## src/rtl/adc_seq_pkg.sv

```systemverilog
package adc_seq_pkg;

    localparam int MODE_W = 3;
    localparam int OP_W   = 3;

    typedef enum logic [OP_W-1:0] {
        OP_CONV      = 3'd0,
        OP_SYS_OFS   = 3'd1,
        OP_SYS_GAIN  = 3'd2,
        OP_SELF_OFS  = 3'd3,
        OP_SELF_GAIN = 3'd4
    } op_e;

    typedef enum logic [1:0] {
        ST_IDLE  = 2'd0,
        ST_ISSUE = 2'd1,
        ST_WAIT  = 2'd2
    } seq_st_e;

    typedef struct packed {
        logic is_cal;
        logic chained;
        op_e  first_op;
        op_e  second_op;
    } mode_info_t;

    function automatic mode_info_t decode_mode(input logic [MODE_W-1:0] m);
        mode_info_t r;
        r.is_cal    = 1'b0;
        r.chained   = 1'b0;
        r.first_op  = OP_CONV;
        r.second_op = OP_CONV;
        case (m)
            3'd1: begin r.is_cal = 1'b1; r.first_op = OP_SYS_OFS;   end
            3'd2: begin r.is_cal = 1'b1; r.first_op = OP_SYS_GAIN;  end
            3'd5: begin r.is_cal = 1'b1; r.first_op = OP_SELF_OFS;  end
            3'd6: begin r.is_cal = 1'b1; r.first_op = OP_SELF_GAIN; end
            3'd7: begin
                r.is_cal    = 1'b1;
                r.chained   = 1'b1;
                r.first_op  = OP_SELF_OFS;
                r.second_op = OP_SELF_GAIN;
            end
            default: ;
        endcase
        return r;
    endfunction

endpackage

```

## src/rtl/mode_decode.sv

```systemverilog
module mode_decode
    import adc_seq_pkg::*;
(
    input  logic [MODE_W-1:0] mode_in,
    output mode_info_t        info
);
    always_comb info = decode_mode(mode_in);

    always_comb begin
        if (info.chained) begin
            a_r6_chain_only_cal: assert (info.is_cal);
        end
    end
endmodule

```

## src/rtl/op_sequencer.sv

```systemverilog
module op_sequencer
    import adc_seq_pkg::*;
(
    input  logic              clk,
    input  logic              rst,
    input  logic              host_wr,
    input  logic [MODE_W-1:0] host_mode,
    input  logic              start_go,
    input  logic              dp_done,
    output logic              dp_start,
    output logic [OP_W-1:0]   dp_op,
    output logic              busy,
    output logic [MODE_W-1:0] mode_q,
    output logic              fin_pulse
);
    seq_st_e    st_q;
    op_e        op_q;
    op_e        second_q;
    logic       chain_q;
    logic       cal_q;
    mode_info_t wr_info;

    mode_decode u_dec (
        .mode_in (host_mode),
        .info    (wr_info)
    );

    always_ff @(posedge clk) begin
        if (rst) begin
            st_q     <= ST_IDLE;
            mode_q   <= '0;
            op_q     <= OP_CONV;
            second_q <= OP_CONV;
            chain_q  <= 1'b0;
            cal_q    <= 1'b0;
        end else begin
            case (st_q)
                ST_IDLE: begin
                    if (host_wr) begin
                        mode_q <= host_mode;
                        if (wr_info.is_cal) begin
                            op_q     <= wr_info.first_op;
                            second_q <= wr_info.second_op;
                            chain_q  <= wr_info.chained;
                            cal_q    <= 1'b1;
                            st_q     <= ST_ISSUE;
                        end
                    end else if (start_go) begin
                        op_q    <= OP_CONV;
                        chain_q <= 1'b0;
                        cal_q   <= 1'b0;
                        st_q    <= ST_ISSUE;
                    end
                end
                ST_ISSUE: st_q <= ST_WAIT;
                ST_WAIT: begin
                    if (dp_done) begin
                        if (chain_q) begin
                            op_q    <= second_q;
                            chain_q <= 1'b0;
                            st_q    <= ST_ISSUE;
                        end else begin
                            st_q <= ST_IDLE;
                            if (cal_q) mode_q <= '0;
                        end
                    end
                end
                default: st_q <= ST_IDLE;
            endcase
        end
    end

    always_comb begin
        dp_start  = (st_q == ST_ISSUE);
        dp_op     = op_q;
        busy      = (st_q != ST_IDLE);
        fin_pulse = (st_q == ST_WAIT) && dp_done && !chain_q;
    end

    a_r10_start_one_cycle: assert property (@(posedge clk) disable iff (rst)
        dp_start |=> !dp_start);
    a_r3_mode_clears: assert property (@(posedge clk) disable iff (rst)
        (fin_pulse && cal_q) |=> (mode_q == '0));
    a_r6_second_pass: assert property (@(posedge clk) disable iff (rst)
        ((st_q == ST_WAIT) && dp_done && chain_q) |=> (dp_start && dp_op == OP_SELF_GAIN));
    a_r8_mode_held_busy: assert property (@(posedge clk) disable iff (rst)
        (busy && !fin_pulse) |=> $stable(mode_q));
endmodule

```

## src/rtl/status_irq.sv

```systemverilog
module status_irq (
    input  logic clk,
    input  logic rst,
    input  logic set_evt,
    input  logic clr_evt,
    input  logic unmask,
    output logic flag,
    output logic irq
);
    always_ff @(posedge clk) begin
        if (rst)          flag <= 1'b0;
        else if (set_evt) flag <= 1'b1;
        else if (clr_evt) flag <= 1'b0;
    end

    always_comb irq = flag & unmask;

    a_r4_flag_sets: assert property (@(posedge clk) disable iff (rst)
        set_evt |=> flag);
    a_r4_flag_sticky: assert property (@(posedge clk) disable iff (rst)
        (flag && !clr_evt) |=> flag);
endmodule

```

## src/rtl/adc_cal_sequencer.sv

```systemverilog
module adc_cal_sequencer
    import adc_seq_pkg::*;
(
    input  logic                  clk,
    input  logic                  rst,
    input  logic                  host_wr,
    input  logic [MODE_W-1:0]     host_mode,
    input  logic                  host_enable,
    input  logic                  host_unmask,
    input  logic                  host_start,
    input  logic                  status_rd,
    output logic                  dp_start,
    output logic [OP_W-1:0]       dp_op,
    input  logic                  dp_done,
    output logic [MODE_W-1:0]     mode_rd,
    output logic                  busy,
    output logic                  done_flag,
    output logic                  irq
);
    logic enable_q;
    logic unmask_q;
    logic start_go;
    logic fin_pulse;

    always_ff @(posedge clk) begin
        if (rst) begin
            enable_q <= 1'b0;
            unmask_q <= 1'b0;
        end else if (host_wr) begin
            enable_q <= host_enable;
            unmask_q <= host_unmask;
        end
    end

    always_comb start_go = host_start && enable_q;

    op_sequencer u_seq (
        .clk       (clk),
        .rst       (rst),
        .host_wr   (host_wr),
        .host_mode (host_mode),
        .start_go  (start_go),
        .dp_done   (dp_done),
        .dp_start  (dp_start),
        .dp_op     (dp_op),
        .busy      (busy),
        .mode_q    (mode_rd),
        .fin_pulse (fin_pulse)
    );

    status_irq u_stat (
        .clk     (clk),
        .rst     (rst),
        .set_evt (fin_pulse),
        .clr_evt (status_rd),
        .unmask  (unmask_q),
        .flag    (done_flag),
        .irq     (irq)
    );

    a_r9_busy_with_start: assert property (@(posedge clk) disable iff (rst)
        dp_start |-> busy);
    a_r7_no_start_disabled: assert property (@(posedge clk) disable iff (rst)
        (!busy && !host_wr && !(host_start && enable_q)) |=> !dp_start);
endmodule

```

## config.mk

```make
export PLATFORM = sky130hd
export DESIGN_NAME = adc_cal_sequencer
export DESIGN_NICKNAME = d
export VERILOG_FILES = /design/src/rtl/adc_seq_pkg.sv /design/src/rtl/mode_decode.sv /design/src/rtl/op_sequencer.sv /design/src/rtl/status_irq.sv /design/src/rtl/adc_cal_sequencer.sv
export SDC_FILE = /design/constraint.sdc
export NUM_CORES = 1
export LEC_CHECK = 0
export ABC_AREA = 1
export BUFFER_PORTS_ARGS = -buffer_cell sky130_fd_sc_hd__buf_2
export CAP_MARGIN = 0
export CORE_MARGIN = 2
export CORE_UTILIZATION = 43
export CTS_CLUSTER_SIZE = 30
export DETAILED_ROUTE_END_ITERATION = 12
export PLACE_DENSITY_LB_ADDON = 0.25
export SLEW_MARGIN = 25
export SYNTH_ARGS = -nofsm -noshare
export SYNTH_HDL_FRONTEND = slang
export SYNTH_SLANG_ARGS = --single-unit
```

## constraint.sdc

```tcl
create_clock -name clk -period 1.05 [get_ports clk]
set_input_delay 0.0525 -clock clk [delete_from_list [all_inputs] [get_ports clk]]
set_output_delay 0.0525 -clock clk [all_outputs]
set_load 0.005 [all_outputs]
```

== Yosys cells after proc, flatten, opt, wreduce, memory -nomap -nowiden ==
Cells that the tools add are included.

* Equal/unequal tests: 15
* Mux-type cells: 30
* Bitwise operators: 1
* Reductions and logical operators: 17

{| class="wikitable"
|+ Operators with widths
! cell !! number
|-
| $mux W3 || 10
|-
| $pmux W3 S2 || 2
|-
| $pmux W3 S4 || 1
|-
| $mux W1 || 11
|-
| $reduce_and A5 Y1 || 2
|-
| $eq A3 B3 Y1 const B || 3
|-
| $reduce_and A3 Y1 || 3
|-
| $mux W2 || 4
|-
| $reduce_bool A2 Y1 || 4
|-
| $ne A2 B1 Y1 const B || 3
|-
| $ne A2 B2 Y1 const B || 3
|-
| $ne A3 B3 Y1 const B || 2
|-
| $pmux W2 S3 || 1
|-
| $reduce_or A5 Y1 || 1
|-
| $reduce_and A4 Y1 || 1
|-
| $eq A3 B1 Y1 const B || 1
|-
| $eq A3 B2 Y1 const B || 1
|-
| $logic_and A1 B1 Y1 || 3
|-
| $eq A2 B1 Y1 const B || 1
|-
| $eq A2 B2 Y1 const B || 1
|-
| $logic_not A2 Y1 || 1
|-
| $pmux W1 S2 || 1
|-
| $reduce_or A2 Y1 || 1
|-
| $and A1 B1 Y1 || 1
|-
| $logic_not A1 Y1 || 1
|}

* Bits in registers: 16
* Input bits: 11
* Output and inout bits: 10
* Word-level logic and storage cells: 72

== Longest topological paths before layout ==
Gate-level depths: netlist (run 1).

* Depth in word-level cells: 6
* Mapped depth: 8
* Depth with buffers taken out: 8

== Hierarchy ==
Synthesis (run 1) repeated with hierarchy kept, for this count alone.

* Cells, all modules: 141
* Area, all modules: 903.4 µm²

{| class="wikitable"
|+ Modules (own cells, without submodules)
! module !! instances !! cells an instance !! area each (µm²) !! seq. area each (µm²)
|-
| op_sequencer || 1 || 103 || 693.2 || 260.2
|-
| adc_cal_sequencer || 1 || 15 || 88.8 || 40.0
|-
| mode_decode || 1 || 16 || 73.8 || 0.0
|-
| status_irq || 1 || 7 || 47.5 || 20.0
|}

== Worst setup path after synthesis (run 1) ==
No wires, ideal clock.

* Path kind: register -> register
* Start: reg u_seq.st_q[0]
* End: reg u_seq.op_q[0] (netlist: u_seq.dp_op[0])
* Library setup time: 0.113 ns
* Arrival time: 0.940 ns
* Required time: 0.937 ns
* Setup slack: -0.002 ns
* Stages on the path, launching flop included: 8
* Path buffers: 0
* Period minus slack after synthesis: 1.052 ns
* Cells stage by stage: dfxtp_1 > inv_2 > nand3b_2 > nand3_2 > nor2_4 > nand2_1 > nand2_1 > nor2_1

* Word-level cells in the longest chain between the ends: 3
* Elaborated cells between the ends (all ways): 9
* Those cells by class: eq/ne: 5; mux: 1; reduce/logical: 3

{| class="wikitable"
|+ RTL lines
! element !! RTL line !! RTL
|-
| from (decl) || op_sequencer.sv:16 || <nowiki>seq_st_e st_q;</nowiki>
|-
| from (signal assigned) || op_sequencer.sv:30 || <nowiki>st_q <= ST_IDLE;</nowiki>
|-
| from (signal assigned) || op_sequencer.sv:46 || <nowiki>st_q <= ST_ISSUE;</nowiki>
|-
| from (signal assigned) || op_sequencer.sv:52 || <nowiki>st_q <= ST_ISSUE;</nowiki>
|-
| $eq A2 B2 Y1 / $logic_not A2 Y1 (equally long branches) || op_sequencer.sv:37 || <nowiki>case (st_q)</nowiki>
|-
| $ne A2 B1 Y1 (no line), or another cell as far along || - ||
|-
| $reduce_and A5 Y1 (no line) || - ||
|-
| to (signal assigned) || op_sequencer.sv:42 || <nowiki>op_q <= wr_info.first_op;</nowiki>
|-
| to (signal assigned) || op_sequencer.sv:59 || <nowiki>op_q <= second_q;</nowiki>
|-
| to (decl) || op_sequencer.sv:17 || <nowiki>op_e op_q;</nowiki>
|}

Parallel ways exist; a longest one is shown, timed or not.
A chain may end at the register's enable or synchronous reset.

== Final worst setup path (run 1) ==
* Start: reg u_seq.st_q[1]
* End: out busy

* Word-level cells in the longest chain between the ends: 1

{| class="wikitable"
|+ RTL lines
! element !! RTL line !! RTL
|-
| $reduce_bool A2 Y1 || op_sequencer.sv:76 || <nowiki>busy = (st_q != ST_IDLE);</nowiki>
|-
| to (decl) || adc_cal_sequencer.sv:16 || <nowiki>output logic busy,</nowiki>
|}

Every way passes these cells.

==> results of run 1 <==
-- final cells by class --
type / count / area [sq um] / area share (%)
Timing Repair Buffer: 26 / 155 / 17.1
Tap cell: 16 / 20.0 / 2.20
Multi-Input combinational cell: 71 / 363 / 39.9
Sequential cell: 14 / 289 / 31.8
Inverter: 12 / 45.0 / 4.96
Clock buffer: 4 / 36.3 / 3.99
-- cells in the mapped netlist, types with 2 or more instances --
library cell	number
nand2_1	33
dfxtp_1	14
nor2_1	11
a21oi_1	10
inv_1	9
inv_2	3
nand4_1	3
nor2_4	3
nand3_1	2
o21ai_0	2
-- flip-flops by register name, indices dropped and copies added, names as in the netlist --
register        cells
u_stat.flag         1
u_seq.dp_op         3
u_seq.mode_q        3
u_seq.st_q          2
u_seq.chain_q       1
unmask_q            1
enable_q            1
u_seq.cal_q         1
u_seq.second_q      1
-- worst min-delay path, cell delays in order --
cell and delay (ns):
buf_2 0.07, nor2_1 0.03, nor2_1 0.09
-- layer usage --
metal | GRT usage [%] | share of wire, % | vias up
met5 | 0 | 0 | -
met4 | 7.27 | 1.5 | 0
met3 | 2.50 | 5.1 | 4
met2 | 33.1 | 51 | 18
met1 | 23.8 | 43 | 311
li1 | - | - | 368
-- logic make-up (layout without fill, tap and decap cells) --
kind of cell | Yosys count | count (layout) | synth area share [%]
buffers and inverters | 13 | 42 | 7.28
AO/OA/AOI/OAI | 13 | 13 | 10.1
flip-flops | 14 | 14 | 41.8
AND/OR/NAND/NOR | 58 | 58 | 40.9
-- final timing paths --
check | from | to | slack, ns | depth (start not counted)
worst max register to register | u_seq.st_q[0] | u_seq.dp_op[1] | -0.01 | 7
worst min register to register | enable_q | enable_q | 0.46 | 2
worst min-delay path | host_unmask | unmask_q | 0.01 | 3
worst max-delay path | u_seq.st_q[1] | busy | -0.05 | 4
-- through the flow --
stage	cells	setup TNS [ns]	utilization (%)	total power [mW]
floorplan	98	0	-	0.805
global placement	135	-0.232	53.9	0.905
detailed placement	135	-0.433	53.9	0.911
CTS	140	-0.0422	58.6	1.32
global route	143	-1.01	61.0	1.44
finish	143	-0.0696	61.0	1.34
-- where the power goes --
| part | switching [mW] | internal [mW] |
|---|---|---|
| combinational | 0.185 | 0.159 |
| clock | 0.171 | 0.211 |
| sequential | 0.0360 | 0.579 |
-- repair_timing --
item / CTS / global route
buffers inserted: 1 / 3
gates resized for setup: 11 / 3
setup endpoints to repair: 9 / 12
gates cloned: 0 / 0
pin swaps: 9 / 1
==> flow_summary.yaml, run 1 <==
outcome:
  status: "finished with violations"
  violations: "negative setup slack"
synthesis:
  synth_edf_count: 0
  yosysTopAreaCell: "dfxtp_1"
  synth.distinct_cells: 18
  synthArstFlopShare_pct: 0
  syn_area_sq_um: 671
  yosys.area.top_type_share_pct: 41.8
  synth.area.top_cells: "dfxtp_1, nand2_1, a21oi_1, nor2_1, inv_1"
  synth-seq-area-share_pct: 41.8
  syn_area_per_cell_sq_um: 6.84
  synthesis.instances: 98
  synthFlopType: "dfxtp_1"
  synth_warnings: 0
  synth_fp_nets: 109
  synth_seq_cells: 14
global_route:
  antenna_found_initial: 0
  overflow: 0
  grt_max_degree: 12
  grt_pass1_wl_um: 2680
  grt_pass1_vias: 649
  grtUsageTotal_pct: 19.0
sta:
  fmax_ghz: 0.909
  fin_crit_ns: 1.10
  finalCritPeriodShare_pct: 105
  setup_violations: 4
  layout_setup_ws_ns: -0.0497
  slew_headroom_pct: 85.4
  fin_skew_ns: 0.000660
  hold_ws_ns: 0.00957
  slew_viol_final: 0
  final-hold-violation-count: 0
  tightest_slew_ns: 0.219
  grt_setup_unrepaired: "true"
floorplanning:
  core_sq_um: 1490
  die_area_sq_um: 1890
  die_height_um: 43.5
  die_w_um: 43.5
  start_util_pct: 45.0
  core.rowCount: 14
  io_pins: 21
worst_setup_path:
  path_max_fanout: 6
  cpMostUsedCell: "buf_6"
  max_stage_delay_ns: 0.38
  crit_buf_inv: 3
  crit_family: "flip-flops"
  cp_cell_sequence: "nor2_4 -> buf_6 -> inv_2 -> buf_6"
  startpoint_type: "register"
  slowest_stage: "dfxtp_4"
  required_ns: 1.00
  cp.arrival_ns: 1.05
  end_kind: "output pin"
  crit_type: "register to output pin"
final_layout:
  mostFrequentLayoutCells: "nand2_1, buf_2, nor2_1, dfxtp_1, a21oi_1"
  final_area_sq_um: 908
  area_delta_synth_final_pct: 35.4
  diodes: 0
  fillers: 142
  layout_commonest_cell: "nand2_1"
  finish.net_count: 139
  drive_above_1_share_pct: 38.6
placed_design:
  place_ws_ns: -0.0810
  io_buffers: 20
  gp_congestion: 0.799
  dpl_cell_area_sq_um: 803
  place_hpwl_um: 1050
detailed_routing:
  drc: 0
  routedWlPerCell_um: 10.7
  vias: 701
  first_iter_violations: 11
  routed_wl_um: 1540
  vias_per_cell: 4.90
  postRouteAntennaNets: 0
  first_pass_iters: 4
clocking:
  cts_hold_buf: 0
  htreeDepth: 1
  cts_tree: "done"
  worstSkewPairLatency_ns: 0.27
  ctsLongestPathBuffers: 2
  clock-root-buffer: "clkbuf_4"
  numCtsBuffers: 3
  cts_sinks: 14
  clk_pin_slew_ns: 0.08
run:
  max_cap_violations: 0
pwr:
  p_per_area_nw_per_um2: 1480
  power_leakage_nw: 0.453
  peakVddDrop_uv: 803
worst_hold_path:
  worstHoldPathType: "primary input to register"
(Power assumes the default switching activity.)
==> run 2, diff against run 1 <==
--- a/config.mk
+++ b/config.mk
@@ -5,11 +5,12 @@
 export SDC_FILE = /design/constraint.sdc
 export NUM_CORES = 1
 export LEC_CHECK = 0
-export ABC_AREA = 1
 export BUFFER_PORTS_ARGS = -buffer_cell sky130_fd_sc_hd__buf_2
 export CAP_MARGIN = 0
+export CELL_PAD_IN_SITES_DETAIL_PLACEMENT = 0
+export CELL_PAD_IN_SITES_GLOBAL_PLACEMENT = 1
 export CORE_MARGIN = 2
-export CORE_UTILIZATION = 43
+export CORE_UTILIZATION = 38
 export CTS_CLUSTER_SIZE = 30
 export DETAILED_ROUTE_END_ITERATION = 12
 export PLACE_DENSITY_LB_ADDON = 0.25
==> constraint.sdc (replaced) <==
create_clock -name clk -period 1.4 [get_ports clk]
set_input_delay 0.07 -clock clk [delete_from_list [all_inputs] [get_ports clk]]
set_output_delay 0.07 -clock clk [all_outputs]
set_load 0.005 [all_outputs]
==> run 2 against run 1 <==
Compared with the run above: the run now ends clean; largest power group unchanged; core utilization decreased by 9.7 points; cell count down 9.1%; non-clock buffer count decreased by 2; worst setup slack gained 0.13 ns.
==> flow_summary.yaml, run 2 <==
detailed_routing:
  first_pass_iters: 4
  drc: 0
  routedWlPerCell_um: 11.8
  first_iter_violations: 9
  vias: 669
  postRouteAntennaNets: 0
  vias_per_cell: 5.15
  routed_wl_um: 1530
worst_setup_path:
  worst-r2r-setup-slack_ns: 0.08
  required_ns: 1.61
  cp.arrival_ns: 1.53
  endpoint: "u_seq.chain_q"
  path_max_fanout: 7
  end_kind: "register"
  reg2reg_to: "u_seq.chain_q"
  crit_type: "register to register"
  startpoint_type: "register"
  r2r-start: "enable_q"
  startpoint: "enable_q"
  rr_worst_depth: 4
sta:
  tightest_slew_ns: 0.385
  fin_crit_ns: 1.32
  slew_viol_final: 0
  setup_violations: 0
  finalCritPeriodShare_pct: 94.0
  fmax_ghz: 0.760
  setup_tns_ns: 0
  slew_headroom_pct: 74.0
  fin_skew_ns: 0.00135
  grt_setup_unrepaired: "false"
  final-hold-violation-count: 0
floorplanning:
  die_height_um: 46.9
  start_util_pct: 40.4
  io_pins: 21
  die_w_um: 46.9
  core.rowCount: 15
  core_sq_um: 1730
  die_area_sq_um: 2200
clocking:
  clock-root-buffer: "clkbuf_4"
  worstSkewPairLatency_ns: 0.28
  cts_hold_buf: 0
  ctsLongestPathBuffers: 2
  numCtsBuffers: 3
  clk_pin_slew_ns: 0.08
  cts_sinks: 14
  cts_tree: "done"
  htreeDepth: 1
synthesis:
  synth_warnings: 0
  synth_fp_nets: 91
  synth_compound_area_share_pct: 23.8
  syn_area_sq_um: 698
  synth_xor_area_share_pct: 0
  synth.distinct_cells: 32
  syn_area_per_cell_sq_um: 8.73
  synth_common_cells: "dfxtp_1, a21oi_1, nor2_1"
  yosys.area.top_type_share_pct: 40.1
  synth_fa_ha_area_share_pct: 0
  synth_edf_count: 0
  yosysMostFrequentCell: "dfxtp_1"
  synthFlopType: "dfxtp_1"
  synth_seq_cells: 14
  synth.mux.area_fraction_pct: 4.30
  synth.area.top_cells: "dfxtp_1, a21oi_1, mux2i_1, nor2_1, a32oi_1"
  synthSimpleGateAreaFrac_pct: 27.2
  synthesis.instances: 80
  synthArstFlopShare_pct: 0
  synth-seq-area-share_pct: 40.1
  yosysTopAreaCell: "dfxtp_1"
  synth_top_family_by_area: "simple AND/OR/NAND/NOR gates"
run:
  max_cap_violations: 0
placed_design:
  gp_congestion: 0.790
  io_buffers: 20
  place_hpwl_um: 1110
pwr:
  peakVddDrop_uv: 729
  power_leakage_nw: 0.413
  p_per_area_nw_per_um2: 1030
global_route:
  overflow: 0
  grt_pass1_wl_um: 2560
  grt_max_degree: 17
  grtUsageTotal_pct: 16.3
  grt_pass1_vias: 616
  antenna_found_initial: 0
final_layout:
  finish.net_count: 117
  drive_above_1_share_pct: 34.3
  diodes: 0
  area_delta_synth_final_pct: 26.9
  layout_commonest_cell: "buf_2"
  fin_util_pct: 51.3
  mostFrequentLayoutCells: "buf_2, dfxtp_1, a21oi_1"
worst_hold_path:
  worstHoldPathType: "primary input to register"
outcome:
  status: "complete, no violations"
## run 2: worst min path at each step
| stage | startpoint | to | slack (ns) | cells after the start |
|---|---|---|---|---|
| after global placement | host_enable | enable_q | 0.31 | 3 |
| after global routing | host_enable | enable_q | 0.04 | 3 |
| after floorplan | host_unmask | unmask_q | 0.22 | 2 |
| after detailed placement | host_enable | enable_q | 0.32 | 3 |
| after CTS | host_enable | enable_q | 0.03 | 3 |
| final | host_enable | enable_q | 0.03 | 3 |
## run 2: layout make-up
class / instances / area (sq um)
clock buffer: 4 / 36.3
fill: 180 / 841
inverter: 4 / 15.0
multi-input combinational: 59 / 393
sequential: 14 / 280
tap: 25 / 31.3
timing repair buffer: 24 / 130
## run 2: logic make-up (layout without fill, tap and decap cells)
group                  Yosys count  after routing
muxes                            3              3
and+or+nand+nor                 33             33
DFF                             14             14
AOI/OAI and AO/OA               23             23
buffers and inverters            7             32
## run 2: where the power goes
part | switching [mW] | total [mW] | internal [mW]
combinational | 0.103 | 0.193 | 0.0903
clock | 0.126 | 0.284 | 0.158
sequential | 0.0140 | 0.439 | 0.425
## run 2: stage by stage
| step | std cells | cell area [sq um] | setup slack [ns] | total power [mW] | hold slack [ns] |
|---|---|---|---|---|---|
| after detailed placement | 126 | 843 | 0.0897 | 0.640 | 0.321 |
| after CTS | 130 | 880 | 0.00671 | 0.927 | 0.0260 |
| final | 130 | 886 | 0.0839 | 0.917 | 0.0275 |
| after global routing | 130 | 886 | 0.0126 | 0.973 | 0.0416 |
| after global placement | 126 | 843 | 0.100 | 0.638 | 0.307 |
| after floorplan | 80 | 698 | 0.165 | 0.564 | 0.217 |
## run 2: layer usage
layer	global-route usage [%]	vias to the layer above	part of all wire (%)
li1	-	345	-
met1	20.9	305	50
met2	26.6	14	45
met3	2.31	5	3.1
met4	8.33	0	2.1
met5	0	-	0
## run 2: critical path, stage by stage, from the launching register on
cell     delay (ns)
dfxtp_1        0.33
and3b_2        0.19
a311o_2        0.42
nand2_1        0.13
mux2i_1        0.18
## run 2: timing repair
action / 4_1_cts / 5_1_grt
endpoints found under the hold margin: 0 / 0
resized for setup: 0 / 2
setup endpoints to repair: 0 / 5
setup buffers: 0 / 0
